## config.mk

```make
export PLATFORM = sky130hd
export DESIGN_NAME = maxpool2x2_stream
export DESIGN_NICKNAME = d
export VERILOG_FILES = /design/src/rtl/pool_pkg.sv /design/src/rtl/pool_fifo.sv /design/src/rtl/pool_linebuf.sv /design/src/rtl/pool_max2.sv /design/src/rtl/pool_window.sv /design/src/rtl/maxpool2x2_stream.sv
export SDC_FILE = /design/constraint.sdc
export NUM_CORES = 1
export LEC_CHECK = 0
export ABC_AREA = 1
export BUFFER_PORTS_ARGS = -buffer_cell sky130_fd_sc_hd__buf_2
export CAP_MARGIN = 10
export CORE_UTILIZATION = 55
export CTS_CLUSTER_DIAMETER = 40
export DETAILED_ROUTE_END_ITERATION = 16
export GPL_ROUTABILITY_DRIVEN = 0
export HOLD_SLACK_MARGIN = 0.06
export PLACE_DENSITY = 0.76
export SLEW_MARGIN = 5
export SYNTH_ARGS = -nofsm -noshare
export SYNTH_HDL_FRONTEND = slang
export SYNTH_SLANG_ARGS = --single-unit
```

## constraint.sdc

```tcl
create_clock -name clk -period 7.27 [get_ports clk]
set_input_delay 1.0905 -clock clk [delete_from_list [all_inputs] [get_ports clk]]
set_output_delay 1.0905 -clock clk [all_outputs]
set_load 0.05 [all_outputs]
```

## src/rtl/pool_pkg.sv

```systemverilog
package pool_pkg;

  // Phase of the current input row within a row pair
  typedef enum logic {
    PH_STORE = 1'b0,  // first row of a pair: park pixels in the line buffer
    PH_POOL  = 1'b1   // second row of a pair: compare and emit
  } row_phase_e;

endpackage

```

## src/rtl/pool_fifo.sv

```systemverilog
module pool_fifo #(
  parameter int DW    = 8,
  parameter int DEPTH = 4
) (
  input  logic          clk,
  input  logic          rst,
  input  logic          wr_valid,
  output logic          wr_ready,
  input  logic [DW-1:0] wr_data,
  output logic          rd_valid,
  input  logic          rd_take,
  output logic [DW-1:0] rd_data
);
  localparam int AW = (DEPTH > 1) ? $clog2(DEPTH) : 1;
  localparam logic [AW-1:0] PTR_LAST = AW'(DEPTH - 1);
  localparam logic [AW:0]   CNT_FULL = (AW + 1)'(DEPTH);

  logic [DW-1:0] mem [DEPTH];
  logic [AW-1:0] wptr, rptr;
  logic [AW:0]   count;
  logic          push, pop;

  assign wr_ready = (count != CNT_FULL);
  assign rd_valid = (count != '0);
  assign rd_data  = mem[rptr];
  assign push     = wr_valid && wr_ready;
  assign pop      = rd_take && rd_valid;

  always_ff @(posedge clk) begin
    if (push) mem[wptr] <= wr_data;
  end

  always_ff @(posedge clk) begin
    if (rst) begin
      wptr  <= '0;
      rptr  <= '0;
      count <= '0;
    end else begin
      if (push) wptr <= (wptr == PTR_LAST) ? '0 : wptr + 1'b1;
      if (pop)  rptr <= (rptr == PTR_LAST) ? '0 : rptr + 1'b1;
      case ({push, pop})
        2'b10:   count <= count + 1'b1;
        2'b01:   count <= count - 1'b1;
        default: count <= count;
      endcase
    end
  end
endmodule

```

## src/rtl/pool_linebuf.sv

```systemverilog
module pool_linebuf #(
  parameter int DW    = 8,
  parameter int DEPTH = 8
) (
  input  logic                     clk,
  input  logic                     we,
  input  logic [$clog2(DEPTH)-1:0] waddr,
  input  logic [DW-1:0]            wdata,
  input  logic [$clog2(DEPTH)-1:0] raddr,
  output logic [DW-1:0]            rdata
);
  logic [DW-1:0] mem [DEPTH];

  // Simple dual-port, registered read: maps onto block RAM
  always_ff @(posedge clk) begin
    if (we) mem[waddr] <= wdata;
    rdata <= mem[raddr];
  end
endmodule

```

## src/rtl/pool_max2.sv

```systemverilog
module pool_max2 #(
  parameter int W = 8
) (
  input  logic signed [W-1:0] a,
  input  logic signed [W-1:0] b,
  output logic signed [W-1:0] y
);
  assign y = (a > b) ? a : b;
endmodule

```

## src/rtl/pool_window.sv

```systemverilog
module pool_window
  import pool_pkg::*;
#(
  parameter int PIX_W = 8,
  parameter int IMG_W = 8,
  parameter int IMG_H = 4
) (
  input  logic                             clk,
  input  logic                             rst,
  input  logic                             pix_valid,
  input  logic signed [PIX_W-1:0]          pix_data,
  output logic                             pix_take,
  output logic                             lb_we,
  output logic [$clog2(IMG_W)-1:0]         lb_waddr,
  output logic [PIX_W-1:0]                 lb_wdata,
  output logic [$clog2(IMG_W)-1:0]         lb_raddr,
  input  logic [PIX_W-1:0]                 lb_rdata,
  output logic                             out_valid,
  input  logic                             out_ready,
  output logic signed [PIX_W-1:0]          out_pixel,
  output logic                             out_eol,
  output logic                             out_eof
);
  localparam int CW = $clog2(IMG_W);
  localparam int RW = $clog2(IMG_H);
  localparam logic [CW-1:0] COL_LAST = CW'(IMG_W - 1);
  localparam logic [RW-1:0] ROW_LAST = RW'(IMG_H - 1);

  logic [CW-1:0] col, col_nx;
  logic [RW-1:0] row;
  logic signed [PIX_W-1:0] acc, buf_pix, max_a, max_b;
  row_phase_e phase;
  logic last_col, last_row, emit;

  assign phase    = row_phase_e'(row[0]);
  assign last_col = (col == COL_LAST);
  assign last_row = (row == ROW_LAST);
  // take a pixel whenever the output register is free or draining
  assign pix_take = pix_valid && (!out_valid || out_ready);
  assign emit     = pix_take && (phase == PH_POOL) && col[0];

  assign col_nx   = pix_take ? (last_col ? '0 : col + 1'b1) : col;

  // read address runs ahead so lb_rdata always shows the column at 'col'
  assign lb_raddr = col_nx;
  assign lb_we    = pix_take && (phase == PH_STORE);
  assign lb_waddr = col;
  assign lb_wdata = pix_data;
  assign buf_pix  = lb_rdata;

  pool_max2 #(.W(PIX_W)) u_max_col (.a(pix_data), .b(buf_pix), .y(max_a));
  pool_max2 #(.W(PIX_W)) u_max_win (.a(max_a),    .b(acc),     .y(max_b));

  always_ff @(posedge clk) begin
    if (rst) begin
      col       <= '0;
      row       <= '0;
      acc       <= '0;
      out_valid <= 1'b0;
      out_pixel <= '0;
      out_eol   <= 1'b0;
      out_eof   <= 1'b0;
    end else begin
      col <= col_nx;
      if (pix_take && last_col) row <= last_row ? '0 : row + 1'b1;
      if (pix_take && (phase == PH_POOL) && !col[0]) acc <= max_a;
      if (emit) begin
        out_valid <= 1'b1;
        out_pixel <= max_b;
        out_eol   <= last_col;
        out_eof   <= last_col && last_row;
      end else if (out_ready) begin
        out_valid <= 1'b0;
      end
    end
  end
endmodule

```

## src/rtl/maxpool2x2_stream.sv

```systemverilog
module maxpool2x2_stream #(
  parameter int PIX_W      = 8,
  parameter int IMG_W      = 8,
  parameter int IMG_H      = 4,
  parameter int FIFO_DEPTH = 4
) (
  input  logic                    clk,
  input  logic                    rst,
  input  logic                    in_valid,
  output logic                    in_ready,
  input  logic signed [PIX_W-1:0] in_pixel,
  output logic                    out_valid,
  input  logic                    out_ready,
  output logic signed [PIX_W-1:0] out_pixel,
  output logic                    out_eol,
  output logic                    out_eof
);
  localparam int CW = $clog2(IMG_W);

  logic             f_valid, f_take;
  logic [PIX_W-1:0] f_data;
  logic             lb_we;
  logic [CW-1:0]    lb_waddr, lb_raddr;
  logic [PIX_W-1:0] lb_wdata, lb_rdata;

  pool_fifo #(.DW(PIX_W), .DEPTH(FIFO_DEPTH)) u_fifo (
    .clk(clk), .rst(rst),
    .wr_valid(in_valid), .wr_ready(in_ready), .wr_data(in_pixel),
    .rd_valid(f_valid), .rd_take(f_take), .rd_data(f_data)
  );

  pool_linebuf #(.DW(PIX_W), .DEPTH(IMG_W)) u_linebuf (
    .clk(clk), .we(lb_we), .waddr(lb_waddr), .wdata(lb_wdata),
    .raddr(lb_raddr), .rdata(lb_rdata)
  );

  pool_window #(.PIX_W(PIX_W), .IMG_W(IMG_W), .IMG_H(IMG_H)) u_window (
    .clk(clk), .rst(rst),
    .pix_valid(f_valid), .pix_data(f_data), .pix_take(f_take),
    .lb_we(lb_we), .lb_waddr(lb_waddr), .lb_wdata(lb_wdata),
    .lb_raddr(lb_raddr), .lb_rdata(lb_rdata),
    .out_valid(out_valid), .out_ready(out_ready), .out_pixel(out_pixel),
    .out_eol(out_eol), .out_eof(out_eof)
  );
endmodule

```

# Word level (Yosys, flattened, before mapping)
# Memory sizes are Yosys's and may differ from the RTL's. A register that Yosys moved wholly into a read port is not among the register bits.
# Index checks and enable logic that the tools add are counted.
# totals
output_inout_bits	12
ram_bits	96
ff_bits	31
input_bits	12
n_memories	2
elab_cells	59
# memory_table
memory	words	word_bits	rd	rd_ports_with_merged_regs	write_ports	line_no	text
u_linebuf.mem	8	8	1	1	1	pool_linebuf.sv:12	logic [DW-1:0] mem [DEPTH];
u_fifo.mem	4	8	1	1	1	pool_fifo.sv:18	logic [DW-1:0] mem [DEPTH];
# classes
n_eq_ne	7
reduce_logical	15
bitwise	1
order_cmp	2
muxes	16
n_addsub	6
# ops
operator	count
$gt 8x8->1	2
$mux 8	2
$mux 2	5
$logic_and 1x1->1	9
$eq 2x2->1 const B	4
$add 2x1->2 const B	3
$add 3x1->3 const B	2
$mux 1	6
$mux 3	2
$pmux 3 s2	1
$reduce_bool 2->1	2
$eq 3x3->1 const B	1
$ne 3x3->1 const B	1
$reduce_bool 3->1	1
$sub 3x1->3 const B	1
$eq 2x1->1 const B	1
$logic_not 1->1	2
$logic_or 1x1->1	1
$not 1->1	1

# Depth between registers and ports, before layout
# Gate-level depths: netlist of run 1.
# logic_depth
ltp_word	6
ltp_mapped	30
ltp_nobuf	27

# By module
# Synthesis of run 1 repeated with hierarchy kept, for this count alone.
# unflattened
hier_cells	709
area_unflattened_um2	6636.4
# modules_own_cells
mod	seq_area_each_um2	instances	cells_per_inst	area_each_um2
pool_linebuf	2082.0	1	303	3050.4
pool_fifo	1141.1	1	146	1696.6
pool_window	480.5	1	134	1058.5
pool_max2	0.0	2	63	415.4

# Worst setup path after synthesis of run 1
# Ideal clock, no wire load.
# synth_path
path_type	register to register
from	register with a tool-made name
to	register u_window.out_pixel[0]
stages_incl_launch_ff	26
setup_time_ns	0.070
path_slack_ns	3.730
synth_period_minus_slack_ns	3.540
path_buffers	3
t_arrival_ns	3.470
path_cell_list	dfxtp_1 buf_2 inv_1 buf_2 nand2_1 nand3_1 nand2_1 inv_1 ha_1 a21o_1 nor2_1 nand2_1 nand2_1 clkbuf_1 nand4_1 nand2_1 ha_1 nand2_1 inv_1 nand2_1 nor3_1 a21oi_1 nand2_1 inv_1 nand3_1 a21oi_1
# synth_rtl
item	line_no	text
end signal, assigned	pool_window.sv:69	out_pixel <= max_b;
end, declared	pool_window.sv:20	output logic signed [PIX_W-1:0] out_pixel,

==> impl_metrics.json, run 1 <==
{
  "grt_max_degree": 34,
  "synth-main-ff-cell": "edfxtp_1",
  "vias_per_cell": 5.61,
  "initial_core_util": 0.566,
  "nets": 690,
  "post-place-ws_ns": 2.63,
  "io_pins": 24,
  "max-slew-margin-rel": 0.339,
  "synthDistinctLibCells": 30,
  "cts_tree": "built",
  "synth_top_cell_area_share": 0.468,
  "synth_top_area_cell": "edfxtp_1",
  "numClockSinks": 137,
  "total_power_mw": 3.51,
  "gr-usage-all-layers": 0.242,
  "final_util": 0.628,
  "ys_ff_latch": 137,
  "die_width_um": 108,
  "drc_errors": 0,
  "synth_area_per_cell_sq_um": 9.73,
  "hold_viol": 0,
  "yosys-top-cells-count": "nand2_1 (170), edfxtp_1 (96), inv_1 (61)",
  "crit_arrival_ns": 5.19,
  "finalMaxSlewViolations": 0,
  "wirelength_um": 13000,
  "design.die.area_sq_um": 11600,
  "rows": 38,
  "netlist_instances": 633,
  "status": "finished clean",
  "worstPathRequired_ns": 7.73,
  "clockRootBuffer": "clkbuf_8",
  "final_antenna_net_count": 0,
  "detailed_place_hpwl_um": 8640,
  "setup_violations": 0,
  "yosys-top-cells-area": "edfxtp_1 (47%), dfxtp_1 (13%), nand2_1 (10%)",
  "crit_path_end_kind": "flip-flop",
  "worstMarginPinSlew_ns": 0.986,
  "hold_path_class": "reg2reg",
  "worstSetupPathType": "reg2reg",
  "fin_skew_ns": 0.0101,
  "maxCapViolations": 0,
  "clk_latency_ns": 0.54,
  "synth_edf_count": 96,
  "clkTransAtPathRegs_ns": 0.06,
  "clockBufferDepth": 2,
  "grt_pass1_vias": 4196,
  "reg2reg_slack_ns": 2.54,
  "wl_per_cell_um": 16.1,
  "grt_overflow": 0,
  "cts.htree.levels": 4,
  "numCtsBuffers": 17,
  "core_area_sq_um": 10900,
  "synth.most_common_cell": "nand2_1",
  "via_count": 4515,
  "grt_antenna_before_repair": 0,
  "fin_crit_ns": 4.73,
  "min_period_over_period": 0.651,
  "synth_area_sq_um": 6160,
  "final.setup.worst_slack_ns": 2.54,
  "clock.fmax_mhz": 211,
  "drtIter0Drc": 425,
  "drt_first_pass_iters": 5,
  "yosysSeqAreaShare": 0.601,
  "cp_max_fo": 17,
  "final.setup.tns_ns": 0,
  "grt_pass1_wl_um": 20700,
  "io_buffer_count": 23,
  "ys_warn_count": 0,
  "drive_above_1_share": 0.0947,
  "rsz0062_at_grt": "no",
  "floorplan.die.height_um": 108,
  "diodes": 0,
  "synth_nets": 671,
  "leakagePower_nw": 2.88,
  "postCtsHoldBufs": 0,
  "syn_to_final_growth_pct": 11.0,
  "power_density_nw_per_um2": 513,
  "ir_drop_mv": 0.340,
  "setup.worst_path.start_class": "flip-flop",
  "post_cts_buffers": 0,
  "async_reset_ff_frac": 0,
  "post_cts_resized": 0
}
sequential cells by signal (all words and copies together) (netlist names), named ones only:
name / cells
u_linebuf.mem: 64
u_fifo.mem: 32
u_linebuf.rdata: 8
u_window.acc: 8
u_window.out_pixel: 8
u_fifo.count: 3
u_window.lb_waddr: 3
u_fifo.rptr: 2
u_fifo.wptr: 2
u_window.row: 2
u_window.out_eof: 1
u_window.out_eol: 1
u_window.out_valid: 1
metrics by stage:
step | hold WS (ns) | instance area [sq um] | cells
final | 0.466 | 6840 | 805
after global routing | 0.493 | 6840 | 805
after CTS | 0.471 | 6840 | 805
after detailed placement | 0.462 | 6330 | 773
after global placement | 0.452 | 6330 | 773
after floorplan | 0.443 | 6160 | 633
worst paths after layout:
kind / start / to / cells after the start
worst max register to register: flip-flop / u_window.out_pixel[4] / 23
worst max-delay path: flip-flop / u_window.out_pixel[4] / 23
worst min register to register: u_window.out_eol / u_window.out_eol / 2
worst min-delay path: u_window.out_eol / u_window.out_eol / 2
worst max-delay path, cell delays in order (launching register included):
cell and delay, ns:
dfxtp_1 0.63, inv_1 0.35, nand2_1 0.14, nand3_1 0.08, nand2_1 0.13, inv_1 0.16, ha_1 0.38, a21o_1 0.19
nor2_1 0.15, nand2_1 0.07, nand2_1 0.35, nand3_2 0.37, nand2_1 0.14, nand2_1 0.08, ha_1 0.34, nand2_1 0.10
inv_1 0.04, nand2_1 0.07, nor3_1 0.05, a21oi_1 0.11, nand2_1 0.20, inv_1 0.24, nand3_1 0.11, a21oi_1 0.16
per-layer routing:
metal  global-route usage  share of wire
met1                0.308           0.43
met2                0.381           0.48
met3               0.0714          0.065
met4                0.111          0.023
met5                    0              0
area by class of cell:
class,instances,area (sq um)
Clock buffer,17,414
Clock inverter,15,86.3
Fill cell,846,4050
Inverter,64,240
Multi-Input combinational cell,408,2090
Sequential cell,137,3700
Tap cell,140,175
Timing Repair Buffer,24,123
cell families (layout without fill, tap and decap cells):
logic type,Yosys count,count (layout),share of synthesized area
DFF,137,137,0.601
adders and majority gates,26,26,0.0540
AOI/OAI and AO/OA,121,121,0.107
and+or+nand+nor,261,261,0.179
buffers and inverters,88,120,0.0589
report_power, final:
group	switching (mW)	internal, mW
Sequential	0.0708	1.05
Combinational	1.17	0.498
Clock	0.313	0.410
Total	1.55	1.96
placed cells by master (no fill, tap or decap), types with 3 or more instances in the layout:
| master | synthesis | layout |
|---|---|---|
| nand2_1 | 170 | 170 |
| edfxtp_1 | 96 | 96 |
| inv_1 | 61 | 61 |
| a21oi_1 | 57 | 57 |
| nand3_1 | 47 | 47 |
| dfxtp_1 | 41 | 41 |
| o21ai_0 | 32 | 32 |
| ha_1 | 25 | 25 |
| nor2_1 | 23 | 23 |
| o21ai_1 | 23 | 23 |
| buf_2 | 8 | 23 |
| nand4_1 | 16 | 16 |
| clkbuf_16 | 0 | 16 |
| clkinv_2 | 0 | 7 |
| inv_2 | 3 | 3 |
| clkinvlp_4 | 0 | 3 |
| clkinv_1 | 0 | 3 |
Power figures use the tool's default switching activity.
==> run 2: changes to the inputs <==
Settings changed: PLACE_DENSITY 0.76 to 0.79.
Clock period 7.27 ns to 4 ns, I/O delays scaled along.
==> run 2 against run 1 <==
Compared with the run above: non-clock buffer count up 15; via count up 1.5%; global-route usage up 0.88 points; critical path depth up 4; largest cell class unchanged; critical endpoint is now u_window.out_pixel[6]; first-iteration DRC count down 4.5%; critical path type unchanged.
==> impl_metrics.json, run 2 (same netlist as run 1, synthesis figures left out) <==
{
  "final.setup.tns_ns": 0,
  "io_pins": 24,
  "nets": 706,
  "setup_violations": 0,
  "max-slew-margin-rel": 0.386,
  "regMostFlops": "u_linebuf.mem",
  "drt_first_pass_iters": 8,
  "r2r_cells": 27,
  "post-place-ws_ns": 0.0805,
  "postCtsHoldBufs": 0,
  "cts.htree.levels": 4,
  "path_delay_family": "simple AND/OR/NAND/NOR gates",
  "grt_max_degree": 34,
  "final.setup.worst_slack_ns": 0.283,
  "wirelength_um": 13500,
  "worstPathRequired_ns": 4.47,
  "hold_viol": 0,
  "worstSetupPathType": "reg2reg",
  "wl_per_cell_um": 16.4,
  "min_path_cells": 1,
  "detailed_place_hpwl_um": 8910,
  "layout_commonest_cell": "nand2_1",
  "clockRootBuffer": "clkbuf_8",
  "diodes": 0,
  "finalMaxSlewViolations": 0,
  "crit_path_end_kind": "flip-flop",
  "final_antenna_net_count": 0,
  "critPathSlowestCell": "dfxtp_2",
  "layout_common_cells": "nand2_1 (169), edfxtp_1 (96), inv_1 (58)",
  "cts_tree": "built",
  "fin_crit_ns": 3.72,
  "drive_above_1_share": 0.126,
  "initial_core_util": 0.566,
  "design.die.area_sq_um": 11600,
  "gr-usage-all-layers": 0.251,
  "via_count": 4584,
  "min_period_over_period": 0.929,
  "slowest_delay_ns": 0.40,
  "core_area_sq_um": 10900,
  "grt_pass1_wl_um": 21200,
  "grt_pass1_vias": 4385,
  "drc_errors": 0,
  "syn_to_final_growth_pct": 14.6,
  "hold_ws_ns": 0.271,
  "n_fill_cell": 801,
  "worstMarginPinSlew_ns": 0.922,
  "status": "finished clean",
  "numClockSinks": 137,
  "clock.fmax_mhz": 269,
  "clockBufferDepth": 2,
  "grt_antenna_before_repair": 0,
  "fin_skew_ns": 0.00839,
  "maxCapViolations": 0,
  "rows": 38,
  "largest_registers": "u_linebuf.mem x64, u_fifo.mem x32",
  "crit_arrival_ns": 4.19,
  "worst-path-buf-inv": 6,
  "path_depth": 27,
  "io_buffer_count": 23,
  "die_width_um": 108,
  "cp_common_cell": "nand2_1",
  "floorplan.die.height_um": 108,
  "setup.worst_path.start_class": "flip-flop",
  "clkTransAtPathRegs_ns": 0.06,
  "numCtsBuffers": 17,
  "grt_overflow": 0,
  "drtIter0Drc": 406,
  "cp_max_fo": 15,
  "hold_path_class": "in2reg",
  "vias_per_cell": 5.58,
  "clk_latency_ns": 0.54,
  "largest_register_ffs": 64
}
## run 2: cell count changes in the layout (fill, tap and decap cells not counted), sizes merged
cell / previous run / this run
buf: 24 / 39
bufinv: 0 / 3
clkinvlp: 3 / 4
inv: 65 / 63
clkinv: 11 / 10
## run 2: layer usage
layer / up-vias / wire length (um) / global-route usage
li1: 2237 / - / -
met3: 35 / 876 / 0.0732
met2: 162 / 6520 / 0.408
met4: 0 / 364 / 0.115
met5: - / 0 / 0
met1: 2150 / 5730 / 0.308
## run 2: layout make-up
| type | count | area [sq um] | area share |
|---|---|---|---|
| inverter | 64 | 244 | 0.0346 |
| tap | 140 | 175 | 0.0248 |
| sequential | 137 | 3700 | 0.525 |
| timing repair buffer | 39 | 243 | 0.0344 |
| clock inverter | 15 | 159 | 0.0225 |
| multi-input combinational | 408 | 2110 | 0.299 |
| timing repair inverter | 1 | 7.51 | 0.00106 |
| clock buffer | 17 | 414 | 0.0587 |
## run 2: path summary, 6_finish.rpt
check	from	end	slack (ns)
max	flip-flop	u_window.out_pixel[6]	0.28
min	in_pixel[1]	u_fifo.mem[2][1]	0.27
max reg2reg	flip-flop	u_window.out_pixel[6]	0.28
min reg2reg	u_window.out_eol	u_window.out_eol	0.46
## run 2: through the flow
step	utilization	cell area, sq um	instances
finish	0.648	7060	821
global route	0.648	7060	821
CTS	0.643	7010	817
detailed placement	0.590	6420	785
global placement	0.590	6420	785
floorplan	-	6160	633
## run 2: worst reg2reg max path, delay by kind of cell, from the launching register on
| kind | cells | cell delay (ns) |
|---|---|---|
| AOI/OAI and AO/OA | 2 | 0.28 |
| adders and majority gates | 2 | 0.65 |
| buffers and inverters | 6 | 0.68 |
| DFF | 1 | 0.40 |
| and+or+nand+nor | 17 | 1.63 |
## run 2: what timing repair did
item                                    in CTS  in global routing
hold endpoints to repair                     0                  0
cloned                                       0                  1
endpoints found under the setup margin       2                  8
setup buffers                                0                  3
resized for setup                            1                 10
Power of run 2 is not shown: default switching activity piles up to over one toggle a cycle in this logic, so the estimate is an artifact.
==> run 3: changes to the inputs <==
Settings changed: ABC_AREA 1 to not set.
==> run 3 against run 2 <==
Compared with the run above: die area fell by 2.3%; critical path depth fell by 9; worst hold slack improved by 0.011 ns; flip-flop and latch count did not move; critical path type unchanged; highest routed layer unchanged.
==> impl_metrics.json, run 3 <==
{
  "seq_area_sq_um": 3700,
  "crit_path_end_kind": "flip-flop",
  "wl_per_cell_um": 20.6,
  "largest_registers": "u_linebuf.mem x64, u_fifo.mem x32",
  "design.die.area_sq_um": 11400,
  "detailed_place_hpwl_um": 8670,
  "die_width_um": 107,
  "synthDistinctLibCells": 49,
  "yosys-top-cells-count": "edfxtp_1 (96), nand2_1 (56), dfxtp_1 (41)",
  "setup_violations": 0,
  "synth-main-ff-cell": "edfxtp_1",
  "vias_per_cell": 6.07,
  "status": "finished clean",
  "layout_common_cells": "edfxtp_1 (96), nand2_1 (55), dfxtp_1 (40)",
  "via_count": 4034,
  "io_buffer_count": 23,
  "rr_endpoint": "u_window.out_pixel[3]",
  "wirelength_um": 13700,
  "worstPathRequired_ns": 4.39,
  "ir_drop_mv": 0.565,
  "min_period_over_period": 0.980,
  "hold_ws_ns": 0.282,
  "core_area_sq_um": 10500,
  "async_reset_ff_frac": 0,
  "p_int_mw": 4.19,
  "final_antenna_net_count": 0,
  "placed_cells": 632,
  "synth_area_sq_um": 6020,
  "netlist_instances": 467,
  "yosys-top-cells-area": "edfxtp_1 (48%), dfxtp_1 (14%), ha_1 (5.2%)",
  "final.setup.tns_ns": 0,
  "n_fill_cell": 728,
  "regMostFlops": "u_linebuf.mem",
  "reg2reg_slack_ns": 0.08,
  "grt_pass1_vias": 4076,
  "p_switching_mw": 2.56,
  "clkTransAtPathRegs_ns": 0.06,
  "clk_latency_ns": 0.53,
  "grt_antenna_before_repair": 0,
  "synth_edf_count": 96,
  "max-slew-margin-rel": 0.245,
  "io_pins": 24,
  "ys_warn_count": 0,
  "initial_core_util": 0.575,
  "cts.htree.levels": 4,
  "yosysSeqAreaShare": 0.616,
  "fin_skew_ns": 0.0113,
  "synth_nets": 505,
  "crit_arrival_ns": 4.31,
  "gr-usage-all-layers": 0.252,
  "clockRootBuffer": "clkbuf_8",
  "grt_overflow": 0,
  "synth_top_cell_area_share": 0.479,
  "synth_top_area_cell": "edfxtp_1",
  "critPathSlowestCell": "mux4_2",
  "drc_errors": 0,
  "hold_viol": 0,
  "netSwitchingFraction": 0.379,
  "clock.fmax_mhz": 255,
  "r2r_cells": 18,
  "grt_pass1_wl_um": 21100,
  "final.setup.worst_slack_ns": 0.0800,
  "synth_area_per_cell_sq_um": 12.9,
  "p_seq_frac": 0.296,
  "layout_commonest_cell": "edfxtp_1",
  "maxCapViolations": 0,
  "combPwrFrac": 0.483,
  "drt_first_pass_iters": 5,
  "critPathCapture": "u_window.out_pixel[3]",
  "cp_max_fo": 8,
  "synth.most_common_cell": "edfxtp_1",
  "leakagePower_nw": 2.60,
  "multi_input_area_sq_um": 2180,
  "worstPathCellList": "buf_12 -> mux4_2 -> ha_4 -> nand2_1 -> o32ai_2 -> a31oi_2 -> a21oi_4 -> buf_12 -> buf_4 -> mux2i_4 -> inv_1 -> ha_1 -> nand4_1 -> o211ai_1 -> o21ai_1 -> o21ai_2 -> nand2b_4 -> o221ai_1",
  "nets": 554,
  "post-place-ws_ns": -0.126,
  "ys_ff_latch": 137,
  "cp_common_cell": "buf_12",
  "clock_power_share": 0.221,
  "worstMarginPinSlew_ns": 1.12,
  "clockBufferDepth": 2,
  "fin_crit_ns": 3.92,
  "cts_tree": "built",
  "numClockSinks": 137,
  "postCtsHoldBufs": 0,
  "floorplan.die.height_um": 107,
  "drive_above_1_share": 0.248,
  "finalMaxSlewViolations": 0,
  "drtIter0Drc": 266,
  "place_area_sq_um": 6400,
  "grt_max_degree": 30,
  "diodes": 0,
  "rows": 37,
  "worstSetupPathType": "reg2reg",
  "largest_register_ffs": 64,
  "final_area_sq_um": 7100,
  "fin_cells": 665,
  "power_density_nw_per_um2": 950,
  "numCtsBuffers": 17,
  "setup.worst_path.start_class": "flip-flop",
  "hold_path_class": "in2reg",
  "syn_to_final_growth_pct": 18.0,
  "slowest_delay_ns": 0.60
}
## run 3: cell types whose count changed in the layout (fill, tap and decap cells not counted), moves of 12 or more
| cell | previous run | this run |
|---|---|---|
| mux2i_1 | 0 | 12 |
| nand3_1 | 46 | 4 |
| nand4_1 | 16 | 2 |
| o21ai_1 | 23 | 1 |
| o21ai_0 | 32 | 11 |
| inv_1 | 58 | 30 |
| nand2_1 | 169 | 55 |
| a21oi_1 | 57 | 33 |
| buf_4 | 14 | 27 |
## run 3: cell type report
type / count / area share
timing repair buffer: 52 / 0.0504
sequential: 137 / 0.522
tap: 136 / 0.0240
multi-input combinational: 277 / 0.307
inverter: 31 / 0.0164
clock inverter: 12 / 0.0159
clock buffer: 20 / 0.0643
## run 3: cells by family after synthesis
logic type	share of synthesized area
AOI/OAI and AO/OA	0.113
xor gates and xnor gates	0.00291
adders and majority gates	0.0553
buffers and inverters	0.0397
DFF	0.616
muxes	0.0863
and+or+nand+nor	0.0871
## run 3: timing repair
item	4_1_cts	5_1_grt
gates cloned	0	0
pin swaps	0	3
setup buffers	1	0
endpoints found under the setup margin	8	8
gates resized for setup	6	15
## run 3: how the worst min path moves through the flow
stage,startpoint,to,cells past startpoint
detailed placement,u_window.out_pixel[1],u_window.out_pixel[1],2
finish,in_pixel[2],u_fifo.mem[2][2],1
global route,in_pixel[2],u_fifo.mem[3][2],1
global placement,u_window.out_pixel[5],u_window.out_pixel[5],2
CTS,in_pixel[2],u_fifo.mem[2][2],1
floorplan,u_window.row[1],u_window.row[1],2
## run 3: power groups by stage
stage                     Clock (mW)  Combinational [mW]  Sequential (mW)
final                           1.49                3.26             2.00
after global routing            1.56                3.49             2.01
after CTS                       1.49                3.00             1.98
after detailed placement           0                2.85             2.00
after global placement             0                2.73             1.99
after floorplan                    0                2.03             1.94
## run 3: per-stage QoR
| stage | utilization | power, mW |
|---|---|---|
| 6_report | 0.679 | 6.74 |
| 5_1_grt | 0.679 | 7.05 |
| 4_1_cts | 0.670 | 6.48 |
| 3_5_place_dp | 0.612 | 4.86 |
| 3_3_place_gp | 0.612 | 4.72 |
| 2_1_floorplan | - | 3.97 |
## run 3: routing by layer
layer / GRT usage / vias to the layer above / part of all wire
met5: 0 / - / 0
met4: 0.112 / 0 / 0.026
met3: 0.0711 / 33 / 0.071
met2: 0.426 / 159 / 0.51
met1: 0.301 / 1994 / 0.39
li1: - / 1848 / -
## run 3: worst max-delay path: cells and delay by family (launching register included)
family	cells	cell delay (ns)
multiplexers	2	0.84
AND/OR/NAND/NOR	3	0.37
flip-flops	1	0.35
AO/OA/AOI/OAI	7	1.05
adder cells (fa/ha/maj)	2	0.65
buffers and inverters	4	0.51
